## src/rtl/daf_pkg.sv

```systemverilog
// Package: shared constants for the destination address filter.
// Assumes a 48-bit address split into a 32-bit lower and 16-bit upper word.
package daf_pkg;
    localparam int unsigned ADDR_BITS = 48;
    localparam int unsigned LO_BITS   = 32;
    localparam int unsigned HI_BITS   = ADDR_BITS - LO_BITS;
    localparam int unsigned CODE_BITS = 32;
    localparam int unsigned BCAST_POS = 31;
endpackage

```

## src/rtl/daf_entry.sv

```systemverilog
// One programmable address entry: stores the lower/upper words, tracks
// validity (set by an upper write, cleared by a lower write) and compares.
// Assumes wr_addr is a byte offset; LO_OFS and HI_OFS are fixed per entry.
module daf_entry
    import daf_pkg::*;
#(
    parameter int unsigned OFS_W  = 8,
    parameter logic [7:0]  LO_OFS = 8'h98,
    parameter logic [7:0]  HI_OFS = 8'h9C
) (
    input  logic                 clk,
    input  logic                 rst_n,
    input  logic                 wr_en,
    input  logic [OFS_W-1:0]     wr_addr,
    input  logic [LO_BITS-1:0]   wr_data,
    input  logic [ADDR_BITS-1:0] addr,
    output logic                 hit
);
    logic [LO_BITS-1:0] lo_q;
    logic [HI_BITS-1:0] hi_q;
    logic               vld_q;
    logic               wr_lo, wr_hi;

    // Decode the two offsets that belong to this entry.
    always_comb begin
        wr_lo = wr_en && (wr_addr == OFS_W'(LO_OFS));
        wr_hi = wr_en && (wr_addr == OFS_W'(HI_OFS));
    end

    // Store the address words and track validity.
    always_ff @(posedge clk) begin
        if (!rst_n) begin
            lo_q  <= '0;
            hi_q  <= '0;
            vld_q <= 1'b0;
        end else begin
            if (wr_lo) begin
                lo_q  <= wr_data;
                vld_q <= 1'b0;
            end
            if (wr_hi) begin
                hi_q  <= wr_data[HI_BITS-1:0];
                vld_q <= 1'b1;
            end
        end
    end

    // Compare the incoming address against the stored entry.
    always_comb hit = vld_q && (addr[ADDR_BITS-1:HI_BITS] == lo_q)
                            && (addr[HI_BITS-1:0] == hi_q);

    a_r3_low_invalidates: assert property (@(posedge clk) disable iff (!rst_n)
        (wr_lo && !wr_hi) |=> !vld_q);
    a_r4_high_validates: assert property (@(posedge clk) disable iff (!rst_n)
        wr_hi |=> vld_q);
endmodule

```

## src/rtl/daf_prio.sv

```systemverilog
// Priority encoder: the lowest-numbered hitting entry wins and sets its own
// bit (FIRST_POS downwards); otherwise broadcast may set BCAST_POS.
// Assumes FIRST_POS >= N-1 and BCAST_POS above all entry bits.
module daf_prio
    import daf_pkg::*;
#(
    parameter int unsigned N         = 4,
    parameter int unsigned FIRST_POS = 26
) (
    input  logic [N-1:0]         hits,
    input  logic                 is_bcast,
    input  logic                 no_bcast,
    output logic [CODE_BITS-1:0] code
);
    // Walk from the last entry to the first so the first hit overrides.
    always_comb begin
        code = '0;
        if (is_bcast && !no_bcast) code[BCAST_POS] = 1'b1;
        for (int i = N - 1; i >= 0; i--) begin
            if (hits[i]) begin
                code = '0;
                code[FIRST_POS - i] = 1'b1;
            end
        end
    end
endmodule

```

## src/rtl/daf_filter.sv

```systemverilog
// Top: four address entries, broadcast detection, priority encoding and a
// result register loaded one clock after each address strobe.
// Assumes the address and configuration are stable for the strobe cycle.
module daf_filter
    import daf_pkg::*;
#(
    parameter int unsigned N_ENTRIES = 4,
    parameter int unsigned OFS_W     = 8,
    parameter logic [7:0]  BASE_OFS  = 8'h98,
    parameter int unsigned STRIDE    = 8,
    parameter int unsigned FIRST_POS = 26
) (
    input  logic                 clk,
    input  logic                 rst_n,
    input  logic                 wr_en,
    input  logic [OFS_W-1:0]     wr_addr,
    input  logic [31:0]          wr_data,
    input  logic                 cfg_no_bcast,
    input  logic                 cfg_copy_all,
    input  logic                 dest_valid,
    input  logic [47:0]          dest_addr,
    output logic                 res_valid,
    output logic                 res_accept,
    output logic [31:0]          res_code
);
    localparam int unsigned HI_STEP = STRIDE / 2;

    logic [N_ENTRIES-1:0] hits;
    logic                 is_bcast;
    logic [CODE_BITS-1:0] code_d;

    // One entry per programmable address.
    for (genvar g = 0; g < N_ENTRIES; g++) begin : g_entry
        daf_entry #(
            .OFS_W  (OFS_W),
            .LO_OFS (8'(BASE_OFS + g * STRIDE)),
            .HI_OFS (8'(BASE_OFS + g * STRIDE + HI_STEP))
        ) u_entry (
            .clk     (clk),
            .rst_n   (rst_n),
            .wr_en   (wr_en),
            .wr_addr (wr_addr),
            .wr_data (wr_data),
            .addr    (dest_addr),
            .hit     (hits[g])
        );
    end

    // Detect the all-ones broadcast address.
    always_comb is_bcast = &dest_addr;

    daf_prio #(.N(N_ENTRIES), .FIRST_POS(FIRST_POS)) u_prio (
        .hits     (hits),
        .is_bcast (is_bcast),
        .no_bcast (cfg_no_bcast),
        .code     (code_d)
    );

    // Capture the result one clock after the strobe; hold it otherwise.
    always_ff @(posedge clk) begin
        if (!rst_n) begin
            res_valid  <= 1'b0;
            res_accept <= 1'b0;
            res_code   <= '0;
        end else begin
            res_valid <= dest_valid;
            if (dest_valid) begin
                res_code   <= code_d;
                res_accept <= (code_d != '0) || cfg_copy_all;
            end
        end
    end

    a_r9_result_follows_strobe: assert property (@(posedge clk) disable iff (!rst_n)
        dest_valid |=> res_valid);
    a_r9_no_spurious_result: assert property (@(posedge clk) disable iff (!rst_n)
        !dest_valid |=> (!res_valid && $stable(res_code)));
    a_r5_single_bit: assert property (@(posedge clk) disable iff (!rst_n)
        $onehot0(res_code));
    a_r7_bcast_suppressed: assert property (@(posedge clk) disable iff (!rst_n)
        (dest_valid && cfg_no_bcast) |=> !res_code[BCAST_POS]);
    a_r8_copy_all_accepts: assert property (@(posedge clk) disable iff (!rst_n)
        (dest_valid && cfg_copy_all) |=> res_accept);
endmodule

```

## config.mk

```make
export PLATFORM = sky130hd
export DESIGN_NAME = daf_filter
export DESIGN_NICKNAME = d
export VERILOG_FILES = /design/src/rtl/daf_pkg.sv /design/src/rtl/daf_entry.sv /design/src/rtl/daf_prio.sv /design/src/rtl/daf_filter.sv
export SDC_FILE = /design/constraint.sdc
export NUM_CORES = 1
export LEC_CHECK = 0
export BUFFER_PORTS_ARGS = -buffer_cell sky130_fd_sc_hd__buf_4
export CAP_MARGIN = 10
export CORE_MARGIN = 2
export CORE_UTILIZATION = 59
export CTS_CLUSTER_SIZE = 40
export DETAILED_ROUTE_END_ITERATION = 7
export GPL_TIMING_DRIVEN = 0
export PLACE_DENSITY = 0.81
export SLEW_MARGIN = 0
export SYNTH_ARGS = -nofsm -noshare
export SYNTH_HDL_FRONTEND = slang
export SYNTH_SLANG_ARGS = --single-unit
export TNS_END_PERCENT = 10
```

## constraint.sdc

```tcl
create_clock -name clk -period 3.55 [get_ports clk]
set_clock_uncertainty 0.2 [all_clocks]
set_input_delay 0.71 -clock clk [delete_from_list [all_inputs] [get_ports clk]]
set_output_delay 0.71 -clock clk [all_outputs]
set_load 0.05 [all_outputs]
```

=== Word-level counts from Yosys, hierarchy flattened ===
Index checks and enable logic that the tools add are counted.
W data, S select, Z words.

* Memories kept: 0
* Memory bits (read-only): 0
* Latch bits: 0
* Input port bits: 94
* RAM bits: 0
* Logic and storage cells: 69
* Bits in registers: 230

* Add/subtract/negate cells: 0
* $mul: 0
* Mux-type cells: 13
* Shift operators: 0
* Magnitude comparators: 0
* Divide/modulo/power cells: 0
* Reductions and logical operators: 25
* Bitwise logic cells: 0
* Equality and inequality tests: 16

{| class="wikitable"
|+ Operators by type and width
! cell !! number
|-
| $eq A32 B32 Y1 || 4
|-
| $mux W32 || 4
|-
| $eq A16 B16 Y1 || 4
|-
| $eq A8 B8 Y1 const B || 8
|-
| $reduce_and A48 Y1 || 1
|-
| $reduce_bool A32 Y1 || 1
|-
| $logic_and A1 B1 Y1 || 17
|-
| $mux W1 || 9
|-
| $reduce_bool A2 Y1 || 4
|-
| $logic_not A1 Y1 || 1
|-
| $logic_or A1 B1 Y1 || 1
|}

=== Logic depth before layout (Yosys ltp) ===
Gate-level depths: netlist (run 1).

* Word-level depth: 9
* Gate-level depth with buffers: 8
* Depth with buffers taken out: 6

=== By module ===
From an unflattened synthesis (run 1), not the netlist that was laid out.

* Cell total of the unflattened synthesis: 1,222
* Area total of the unflattened synthesis: 11,567.3 um2

{| class="wikitable"
|+ By module, submodules not included
! module !! area an instance (um2) !! cells an instance !! sequential area each (um2) !! instances
|-
| daf_entry at g_entry[0].u_entry ... || 2,449.8 || 291 || 980.9 || 2
|-
| daf_entry at g_entry[3].u_entry || 2,487.4 || 235 || 980.9 || 1
|-
| daf_entry at g_entry[1].u_entry || 2,486.1 || 235 || 980.9 || 1
|-
| daf_filter || 1,440.1 || 135 || 680.7 || 1
|-
| daf_prio || 254.0 || 35 || 0.0 || 1
|}

=== Worst setup path after synthesis (run 1) ===
No wires, ideal clock.

* Kind: input port to flip-flop
* Start: in dest_addr[16]
* End: reg res_code[25]
* Arrival time: 2.623 ns
* Stages on the path: 6
* Buffers on the path: 1
* Required time: 3.280 ns
* Slack: 0.657 ns
* Path through: clkbuf_1 a22o_1 or4_1 or4_4 or4b_1 a21boi_1

* Cells in the longest elaborated chain, start to end: 6
* Elaborated cells between the ends (all ways): 12

{| class="wikitable"
|+ Ends and longest elaborated chain
! element !! RTL line !! RTL
|-
| start, declared || daf_filter.sv:21 || <nowiki>input logic [47:0] dest_addr,</nowiki>
|-
| $eq A32 B32 Y1 || daf_entry.sv:49 || <nowiki>always_comb hit = vld_q && (addr[ADDR_BITS-1:HI_BITS] == lo_q)</nowiki>
|-
| $logic_and A1 B1 Y1 || daf_entry.sv:49 ||
|-
| $logic_and A1 B1 Y1 || daf_entry.sv:50 || <nowiki>&& (addr[HI_BITS-1:0] == hi_q);</nowiki>
|-
| $mux W32 (2 in a row) || daf_prio.sv:20 || <nowiki>if (hits[i]) begin</nowiki>
|-
| $mux W32 (*) || daf_prio.sv:20 ||
|-
| end signal, assigned || daf_filter.sv:68 || <nowiki>res_code <= code_d;</nowiki>
|-
| end, declared || daf_filter.sv:24 || <nowiki>output logic [31:0] res_code</nowiki>
|}

Mark *: on every way between the ends. The rest lies on a longest branch, timed or not.
A chain may end at the register's enable or synchronous reset.

=== Worst setup path after layout (run 1) ===
* Start: in wr_addr[1]
* End: reg g_entry[3].u_entry.lo_q[10]

* Cells in the longest elaborated chain, start to end: 2

{| class="wikitable"
|+ Ends and longest elaborated chain
! element !! RTL line !! RTL
|-
| start, declared || daf_filter.sv:16 || <nowiki>input logic [OFS_W-1:0] wr_addr,</nowiki>
|-
| $eq A8 B8 Y1 || daf_entry.sv:26 || <nowiki>wr_lo = wr_en && (wr_addr == OFS_W'(LO_OFS));</nowiki>
|-
| $logic_and A1 B1 Y1 || daf_entry.sv:26 ||
|-
| end signal, assigned || daf_entry.sv:38 || <nowiki>lo_q <= wr_data;</nowiki>
|-
| end, declared || daf_entry.sv:19 || <nowiki>logic [LO_BITS-1:0] lo_q;</nowiki>
|}

Every way passes these cells.

==> out/metrics.json, run 1 <==
{
  "run_status": "complete, no violations",
  "ff2ff_setup_slack_ps": 900,
  "layout_min_cycle_time_ps": 3040,
  "synth_seq_cells": 203,
  "synthesis.area_per_instance_um2": 8.18,
  "timing.hold.worst.class": "input port to flip-flop",
  "finalCoreUtilization_pct": 68.6,
  "timing.hold.worst_path_depth": 2,
  "critPathRequiredTime_ps": 3780,
  "total_half_perimeter_wirelength_after_legalization_and_detailed_placement_um": 28300,
  "postCtsSetupBuffers": 0,
  "synth-edff-count": 0,
  "final_antenna_net_count": 0,
  "worstSetupEndpointType": "flip-flop",
  "yosys.area_share.simple_pct": 22.2,
  "timing_worst_slew_pin_value_ps": 1070,
  "area.growth.synth_to_final_pct": 14.0,
  "worst_ep_arrival_time_ps": 3260,
  "synth.area.mux_share_pct": 3.09,
  "drt_pre_antenna_iters": 5,
  "ys_dominant_reg_cell": "dfxtp_1",
  "cts_inserted_buffers": 23,
  "slew_viols_final": 0,
  "worst_setup_start_kind": "input port",
  "worst_path_max_delay_cell": "or3b_2",
  "place_congestion": 1.02,
  "grt_setup_unrepaired": "false",
  "cap_violations": 0,
  "layoutNonFillerInstCount": 1596,
  "critPathMaxStageDelay_ps": 580,
  "avgRoutedWirePerCell_um": 23.4,
  "antenna_found_initial": 1,
  "routed_wl_um": 37300,
  "placed_cells": 1555,
  "vias_per_cell": 5.93,
  "synth_compound_gate_area_share_pct": 13.7,
  "power.density_mw_per_mm2": 455,
  "grt_util_all_layers_pct": 39.9,
  "grt_pass1_wl_um": 54000,
  "setup-violations-final": 0,
  "critPathKind": "input port to flip-flop",
  "cts_resized": 0,
  "cts.sink_count": 203,
  "critPathTopFamily": "simple AND/OR/NAND/NOR gates",
  "startpoint_of_the_most_critical_register_to_register_path": "g_entry[3].u_entry.lo_q[6]",
  "grt_remaining_overflow": 0,
  "cts.hold.buffers_added": 0,
  "detailroute.via_count": 9468,
  "finalSetupTns_ps": 0,
  "reg_to_reg_end": "res_code[23]",
  "die_h_um": 137,
  "cts_root_buffer": "clkbuf_16",
  "antenna_cells_inserted": 0,
  "report.final.hold_viol_count": 0,
  "critical_path_buf_inv_count": 2,
  "drt_iter0_drc": 1071,
  "dominant_combinational_cell_family_by_area_after_synthesis": "simple AND/OR/NAND/NOR gates",
  "port_buffers": 36,
  "final_net_count": 1449,
  "cell_by_cell_trace_of_the_critical_path": "buf_4 > nor3_1 > nand4_1 > or3b_2 > nor2_1 > clkbuf_1 > nand2_1 > a21boi_0",
  "synth-seq-area-share_pct": 39.2,
  "synth_fa_ha_area_share_pct": 0,
  "ctsLongestPathBuffers": 3,
  "syn_inst": 1268,
  "max-slew-margin-rel_pct": 27.7,
  "clock_pin_transition_on_the_worst_setup_and_hold_timing_paths_ps": 60,
  "pin_count": 128,
  "max-vdd-ir-drop_v": 0.000419,
  "grt_max_degree": 14,
  "worst_r2r_path_depth": 6,
  "cp_max_fo": 10,
  "cts_tree": "built",
  "worstSkewPairLatency_ps": 520,
  "leakagePower_uw": 0.00447,
  "fp.dieW_um": 137,
  "detail_route.drc_violations": 0,
  "synth_area_mm2": 0.0104,
  "hold_slack_ps": 249,
  "synth_xor_area_share_pct": 14.9,
  "hold_path_startpoint": "dest_valid",
  "fmax_mhz": 329,
  "std_cell_rows": 48,
  "die_area_mm2": 0.0187,
  "synth-warning-count": 0,
  "share_of_the_cycle_needed_by_the_critical_path_after_routing_pct": 85.6,
  "via_count_of_the_first_global_routing_pass": 8696,
  "post_route_cells_drive_above_1_share_pct": 7.51,
  "start_util_pct": 60.2,
  "async_s_r_ff_share_synth_pct": 0,
  "cts.htree.levels": 1,
  "min_to": "res_valid",
  "coreArea_mm2": 0.0172,
  "yosysUniqueCellTypes": 50
}
power breakdown:
group	internal, µW	switching [µW]	leakage (µW)	total [µW]
combinational	157	374	0.00245	532
clock	1570	1000	0.000388	2570
sequential	2280	2.64	0.00163	2280
total	4010	1380	0.00447	5390
worst register-to-register path, delay by kind of cell, from the launching register on:
family,cells,cell delay (ps)
compound gates,1,230
simple gates,4,1590
xor+xnor,1,230
flops,1,320
state kept, by name (all words and copies together), names as in the netlist:
signal                 flops
res_code                   5
g_entry.u_entry.lo_q     128
res_accept                 1
g_entry.u_entry.vld_q      4
g_entry.u_entry.hi_q      64
res_valid                  1
cell usage in the layout (no fill, tap or decap), types with 8 or more instances in the layout:
| master | netlist | final |
|---|---|---|
| nor2_1 | 9 | 9 |
| buf_4 | 27 | 63 |
| nor2b_1 | 39 | 39 |
| nand3_1 | 11 | 11 |
| clkbuf_16 | 0 | 23 |
| mux2i_1 | 32 | 32 |
| conb_1 | 1 | 27 |
| a21boi_0 | 164 | 164 |
| nand4_1 | 34 | 34 |
| nor3_1 | 8 | 8 |
| nor4_1 | 46 | 45 |
| nand2_1 | 332 | 332 |
| clkbuf_1 | 121 | 127 |
| dfxtp_1 | 203 | 203 |
| xnor2_1 | 57 | 57 |
| inv_1 | 13 | 13 |
| xor2_1 | 119 | 119 |
cell type report:
| class | count | area [µm²] |
|---|---|---|
| multi-input combinational | 928 | 5700 |
| inverter | 14 | 52.6 |
| sequential | 203 | 4060 |
| clock buffer | 33 | 653 |
| buffer | 149 | 661 |
| fill | 1458 | 5410 |
| timing repair buffer | 36 | 270 |
| tap | 225 | 282 |
| clock inverter | 8 | 146 |
metal layers:
| layer | part of all wire, % | global-route usage, % |
|---|---|---|
| met3 | 11 | 7.70 |
| met1 | 40 | 53.9 |
| met5 | 0.035 | 0 |
| met4 | 5.8 | 20.1 |
| met2 | 43 | 60.8 |
cell families (layout without fill, tap and decap cells):
logic type	Yosys count	in the layout
buffers and inverters	163	240
XOR/XNOR	176	176
AO/OA/AOI/OAI	189	189
flip-flops	203	203
other	1	27
AND/OR/NAND/NOR	504	504
multiplexers	32	32
stage by stage:
step | total power, µW | instance area [µm²] | setup slack, ps
after floorplan | 2650 | 10500 | 657
after global placement | 2850 | 11000 | 32.8
after detailed placement | 2840 | 11000 | 73.3
after CTS | 5340 | 11800 | 619
after global routing | 5450 | 11800 | 357
final | 5390 | 11800 | 513
synthesized netlist by cell type, types with 2 or more instances:
library cell / instances / area share [%]
a21boi_0: 164 / 12
a21oi_1: 2 / 0.097
and3_1: 2 / 0.12
buf_4: 27 / 2.0
clkbuf_1: 121 / 4.4
dfxtp_1: 203 / 39
inv_1: 13 / 0.47
mux2i_1: 32 / 3.1
nand2_1: 332 / 12
nand2b_1: 5 / 0.30
nand3_1: 11 / 0.53
nand3b_1: 2 / 0.14
nand4_1: 34 / 2.1
nor2_1: 9 / 0.33
nor2b_1: 39 / 2.4
nor3_1: 8 / 0.39
nor4_1: 46 / 2.8
o2111ai_1: 3 / 0.25
o21ai_0: 3 / 0.14
o22ai_1: 3 / 0.18
o31ai_1: 2 / 0.14
or4_1: 5 / 0.36
xnor2_1: 57 / 4.8
xor2_1: 119 / 10
worst max path at each step:
stage                     slack, ps  cells past startpoint           from                           to
after detailed placement         70                      8     wr_addr[1]  g_entry[3].u_entry.lo_q[10]
final                           510                      8     wr_addr[1]  g_entry[3].u_entry.lo_q[10]
after floorplan                 660                      6  dest_addr[16]                 res_code[25]
after CTS                       620                      8     wr_addr[1]  g_entry[3].u_entry.lo_q[13]
after global routing            360                      8     wr_addr[1]  g_entry[3].u_entry.hi_q[14]
after global placement           30                      7     wr_addr[1]   g_entry[1].u_entry.lo_q[4]
Note: power is estimated with default switching activity, not from simulation.
==> run 2: changes to the inputs <==
--- a/config.mk
+++ b/config.mk
@@ -5,6 +5,7 @@
 export SDC_FILE = /design/constraint.sdc
 export NUM_CORES = 1
 export LEC_CHECK = 0
+export ABC_AREA = 1
 export BUFFER_PORTS_ARGS = -buffer_cell sky130_fd_sc_hd__buf_4
 export CAP_MARGIN = 10
 export CORE_MARGIN = 2
==> out/metrics.json, run 2 <==
{
  "worst_path_max_delay_cell": {"value": "nor2_1", "change": "was or3b_2"},
  "detailroute.via_count": {"value": 11900, "change": "was 9468"},
  "power_frac_comb": {"value": 12.4, "unit": "%", "change": "was 9.9%"},
  "max-vdd-ir-drop": {"value": 0.000396, "unit": "V", "change": "was 0.000419 V"},
  "drt_iter0_drc": {"value": 1858, "change": "was 1071"},
  "internal_power": {"value": 3840, "unit": "µW", "change": "was 4010 µW"},
  "total_half_perimeter_wirelength_after_legalization_and_detailed_placement": {"value": 35500, "unit": "µm", "change": "was 28300 µm"},
  "async_s_r_ff_share_synth": {"value": 0, "unit": "%", "change": "unchanged"},
  "fmax": {"value": 406, "unit": "MHz", "change": "was 329 MHz"},
  "synth-seq-area-share": {"value": 39.2, "unit": "%", "change": "about the same"},
  "cts.sink_count": {"value": 203, "change": "unchanged"},
  "leakagePower": {"value": 0.00513, "unit": "µW", "change": "was 0.00447 µW"},
  "timing_worst_slew_pin_value": {"value": 1060, "unit": "ps", "change": "was 1070 ps"},
  "cts_tree": {"value": "built", "change": "unchanged"},
  "place_congestion": {"value": 1.11, "change": "was 1.02"},
  "pin_count": {"value": 128, "change": "unchanged"},
  "start_util": {"value": 60.1, "unit": "%", "change": "was 60.2%"},
  "critPathMaxStageDelay": {"value": 330, "unit": "ps", "change": "was 580 ps"},
  "antenna_found_initial": {"value": 3, "change": "was 1"},
  "std_cell_rows": {"value": 48, "change": "unchanged"},
  "syn_inst": {"value": 1612, "change": "was 1268"},
  "synth-warning-count": {"value": 0, "change": "unchanged"},
  "share_of_the_cycle_needed_by_the_critical_path_after_routing": {"value": 69.3, "unit": "%", "change": "was 85.6%"},
  "pwr-share-seq": {"value": 43.0, "unit": "%", "change": "was 42.4%"},
  "cts_resized": {"value": 0, "change": "unchanged"},
  "ys_top_cells_by_area": {"value": "dfxtp_1 (39%), nand2_1 (14%), o21ai_0 (11%)", "change": "was dfxtp_1 (39%), nand2_1 (12%), a21boi_0 (12%)"},
  "cts_root_buffer": {"value": "clkbuf_16", "change": "unchanged"},
  "worst_setup_start_kind": {"value": "input port", "change": "unchanged"},
  "cp_max_fo": {"value": 7, "change": "was 10"},
  "port_buffers": {"value": 89, "change": "was 36"},
  "most-common-layout-cells": {"value": "nand2_1 (381), nor2_1 (269), o21ai_0 (234)", "change": "was nand2_1 (332), dfxtp_1 (203), a21boi_0 (164)"},
  "synth_area": {"value": 0.0104, "unit": "mm²", "change": "about the same"},
  "power_switching_share": {"value": 28.0, "unit": "%", "change": "was 25.6%"},
  "die_area": {"value": 0.0186, "unit": "mm²", "change": "was 0.0187 mm²"},
  "synthesis.area_per_instance": {"value": 6.43, "unit": "µm²", "change": "was 8.18 µm²"},
  "cell_by_cell_trace_of_the_critical_path": {"value": "buf_4 > inv_1 > nand2_1 > nand4_1 > nor2_1 > nand3_1 > nor2_1 > nand2_1 > nand3_2 > nor2_1 > nor2_1 > nor2_1", "change": "was buf_4 > nor3_1 > nand4_1 > or3b_2 > nor2_1 > clkbuf_1 > nand2_1 > a21boi_0"},
  "cts_inserted_buffers": {"value": 23, "change": "unchanged"},
  "cts.hold.buffers_added": {"value": 0, "change": "unchanged"},
  "die_h": {"value": 137, "unit": "µm", "change": "about the same"},
  "critPathRequiredTime": {"value": 3750, "unit": "ps", "change": "was 3780 ps"},
  "grt_util_all_layers": {"value": 50.4, "unit": "%", "change": "was 39.9%"},
  "layout_top_registers": {"value": "g_entry.u_entry.lo_q x128, g_entry.u_entry.hi_q x64, res_code x5", "change": "unchanged"},
  "final_antenna_net_count": {"value": 0, "change": "unchanged"},
  "yosys.cell_count.top_type": {"value": "nand2_1", "change": "unchanged"},
  "critPathKind": {"value": "input port to flip-flop", "change": "unchanged"},
  "timing.hold.worst.class": {"value": "input port to flip-flop", "change": "unchanged"},
  "netlist.area_leader.share": {"value": 39.2, "unit": "%", "change": "about the same"},
  "vias_per_cell": {"value": 5.95, "change": "was 5.93"},
  "setup-violations-final": {"value": 0, "change": "unchanged"},
  "clock_pin_transition_on_the_worst_setup_and_hold_timing_paths": {"value": 60, "unit": "ps", "change": "about the same"},
  "layout_min_cycle_time": {"value": 2460, "unit": "ps", "change": "was 3040 ps"},
  "power": {"value": 5320, "unit": "µW", "change": "was 5390 µW"},
  "net_switching_power": {"value": 1490, "unit": "µW", "change": "was 1380 µW"},
  "synth_commonest_cells": {"value": "nand2_1 (381), nor2_1 (269), o21ai_0 (234)", "change": "was nand2_1 (332), dfxtp_1 (203), a21boi_0 (164)"},
  "worstSkewPairLatency": {"value": 530, "unit": "ps", "change": "was 520 ps"},
  "power.density": {"value": 438, "unit": "mW/mm²", "change": "was 455 mW/mm²"},
  "fp.dieW": {"value": 137, "unit": "µm", "change": "about the same"},
  "detail_route.drc_violations": {"value": 0, "change": "unchanged"},
  "largest-register": {"value": "g_entry.u_entry.lo_q", "change": "unchanged"},
  "postCtsSetupBuffers": {"value": 0, "change": "unchanged"},
  "yosysUniqueCellTypes": {"value": 31, "change": "was 50"},
  "synth-edff-count": {"value": 0, "change": "unchanged"},
  "power.clock.fraction": {"value": 44.5, "unit": "%", "change": "was 47.7%"},
  "finalSetupTns": {"value": 0, "unit": "ps", "change": "unchanged"},
  "ys_dominant_reg_cell": {"value": "dfxtp_1", "change": "unchanged"},
  "coreArea": {"value": 0.0172, "unit": "mm²", "change": "unchanged"},
  "grt_pass1_wl": {"value": 66400, "unit": "µm", "change": "was 54000 µm"},
  "max-slew-margin-rel": {"value": 29.6, "unit": "%", "change": "was 27.7%"},
  "post_route_cells_drive_above_1_share": {"value": 12.2, "unit": "%", "change": "was 7.51%"},
  "ctsLongestPathBuffers": {"value": 3, "change": "unchanged"},
  "netlist.top_cell.by_area": {"value": "dfxtp_1", "change": "unchanged"},
  "worstSetupEndpointType": {"value": "flip-flop", "change": "unchanged"},
  "place_area": {"value": 0.0114, "unit": "mm²", "change": "was 0.0110 mm²"},
  "report.final.hold_viol_count": {"value": 0, "change": "unchanged"},
  "crit_top_cell": "nor2_1",
  "via_count_of_the_first_global_routing_pass": {"value": 10700, "change": "was 8696"},
  "run_status": {"value": "complete, no violations", "change": "unchanged"},
  "worst_ep_arrival_time": {"value": 2660, "unit": "ps", "change": "was 3260 ps"},
  "grt_remaining_overflow": {"value": 0, "change": "unchanged"},
  "final_common_cell": {"value": "nand2_1", "change": "unchanged"},
  "avgRoutedWirePerCell": {"value": 23.7, "unit": "µm", "change": "was 23.4 µm"},
  "cts.htree.levels": {"value": 1, "change": "unchanged"},
  "synth_seq_cells": {"value": 203, "change": "unchanged"},
  "drt_pre_antenna_iters": {"value": 6, "change": "was 5"},
  "final_net_count": {"value": 1846, "change": "was 1449"},
  "routed_wl": {"value": 47200, "unit": "µm", "change": "was 37300 µm"},
  "grt_max_degree": {"value": 13, "change": "was 14"},
  "grt_setup_unrepaired": {"value": "false", "change": "unchanged"},
  "cap_violations": {"value": 0, "change": "unchanged"},
  "area.growth.synth_to_final": {"value": 17.3, "unit": "%", "change": "was 14.0%"},
  "largest_reg_flops": {"value": 128, "change": "unchanged"},
  "slew_viols_final": {"value": 0, "change": "unchanged"},
  "postLayoutCellArea": {"value": 0.0122, "unit": "mm²", "change": "was 0.0118 mm²"}
}
[run 2: changes by cell type after synthesis, sizes merged, moves of 39 or more]
| cell | change |
|---|---|
| nor2 | +264 |
| o21ai | +242 |
| inv | +175 |
| a21boi | -164 |
| a21oi | +128 |
| xor2 | -107 |
| clkbuf | -80 |
| nand2 | +51 |
| nor4 | -41 |
| nor2b | -39 |
[run 2: area by class of cell]
type	count	area, µm²
Multi-Input combinational cell	1151	5150
Fill cell	1531	5080
Sequential cell	203	4060
Inverter	190	713
Clock buffer	35	701
Timing Repair Buffer	89	668
Buffer	94	534
Tap cell	225	282
Clock inverter	6	36.3
Antenna cell	2	5.00
[run 2: path summary, 6_finish.rpt]
| kind | slack [ps] | cells after the start | startpoint | to |
|---|---|---|---|---|
| worst min-delay path | 210 | 3 | dest_valid | res_valid |
| worst min register to register | 260 | 2 | g_entry[1].u_entry.lo_q[29] | g_entry[1].u_entry.lo_q[29] |
| worst max register to register | 1120 | 13 | g_entry[1].u_entry.lo_q[17] | res_code[23] |
| worst max-delay path | 1090 | 12 | dest_addr[31] | res_code[23] |
[run 2: power groups by stage]
stage               Clock (µW)  Combinational, µW  Sequential, µW
global route              2420                682            2290
global placement             0                616            2340
floorplan                    0                318            2350
detailed placement           0                621            2340
CTS                       2330                624            2290
finish                    2370                662            2290
[run 2: layer usage]
layer | track usage, % | vias to the layer above | wire length, µm
met5 | 0 | - | 0
met4 | 38.9 | 0 | 4750
met3 | 14.8 | 275 | 7530
met2 | 72.0 | 1076 | 18700
met1 | 63.4 | 5199 | 16300
li1 | - | 5316 | -
[run 2: logic make-up (layout without fill, tap and decap cells)]
group           Yosys count  count (layout)  share of synthesized area (%)
compound gates          388             388                           18.9
simple gates            697             697                           26.5
xor+xnor                 39              39                           3.30
other cells               1              29                         0.0362
flops                   203             203                           39.2
buf+inv                 284             414                           12.0
[run 2: worst max-delay path: cells and delay by family]
family / cells / cell delay [ps]
simple gates: 10 / 1620
buf+inv: 2 / 330
[run 2: through the flow]
| stage | hold WS (ps) | worst slack [ps] | instances | util, % |
|---|---|---|---|---|
| 2_1_floorplan | 234 | 1580 | 1638 | - |
| 3_3_place_gp | 244 | 817 | 1952 | 66.2 |
| 3_5_place_dp | 250 | 781 | 1952 | 66.2 |
| 4_1_cts | 226 | 1290 | 1993 | 70.5 |
| 5_1_grt | 252 | 1060 | 1993 | 70.5 |
| 6_report | 214 | 1090 | 1995 | 70.5 |
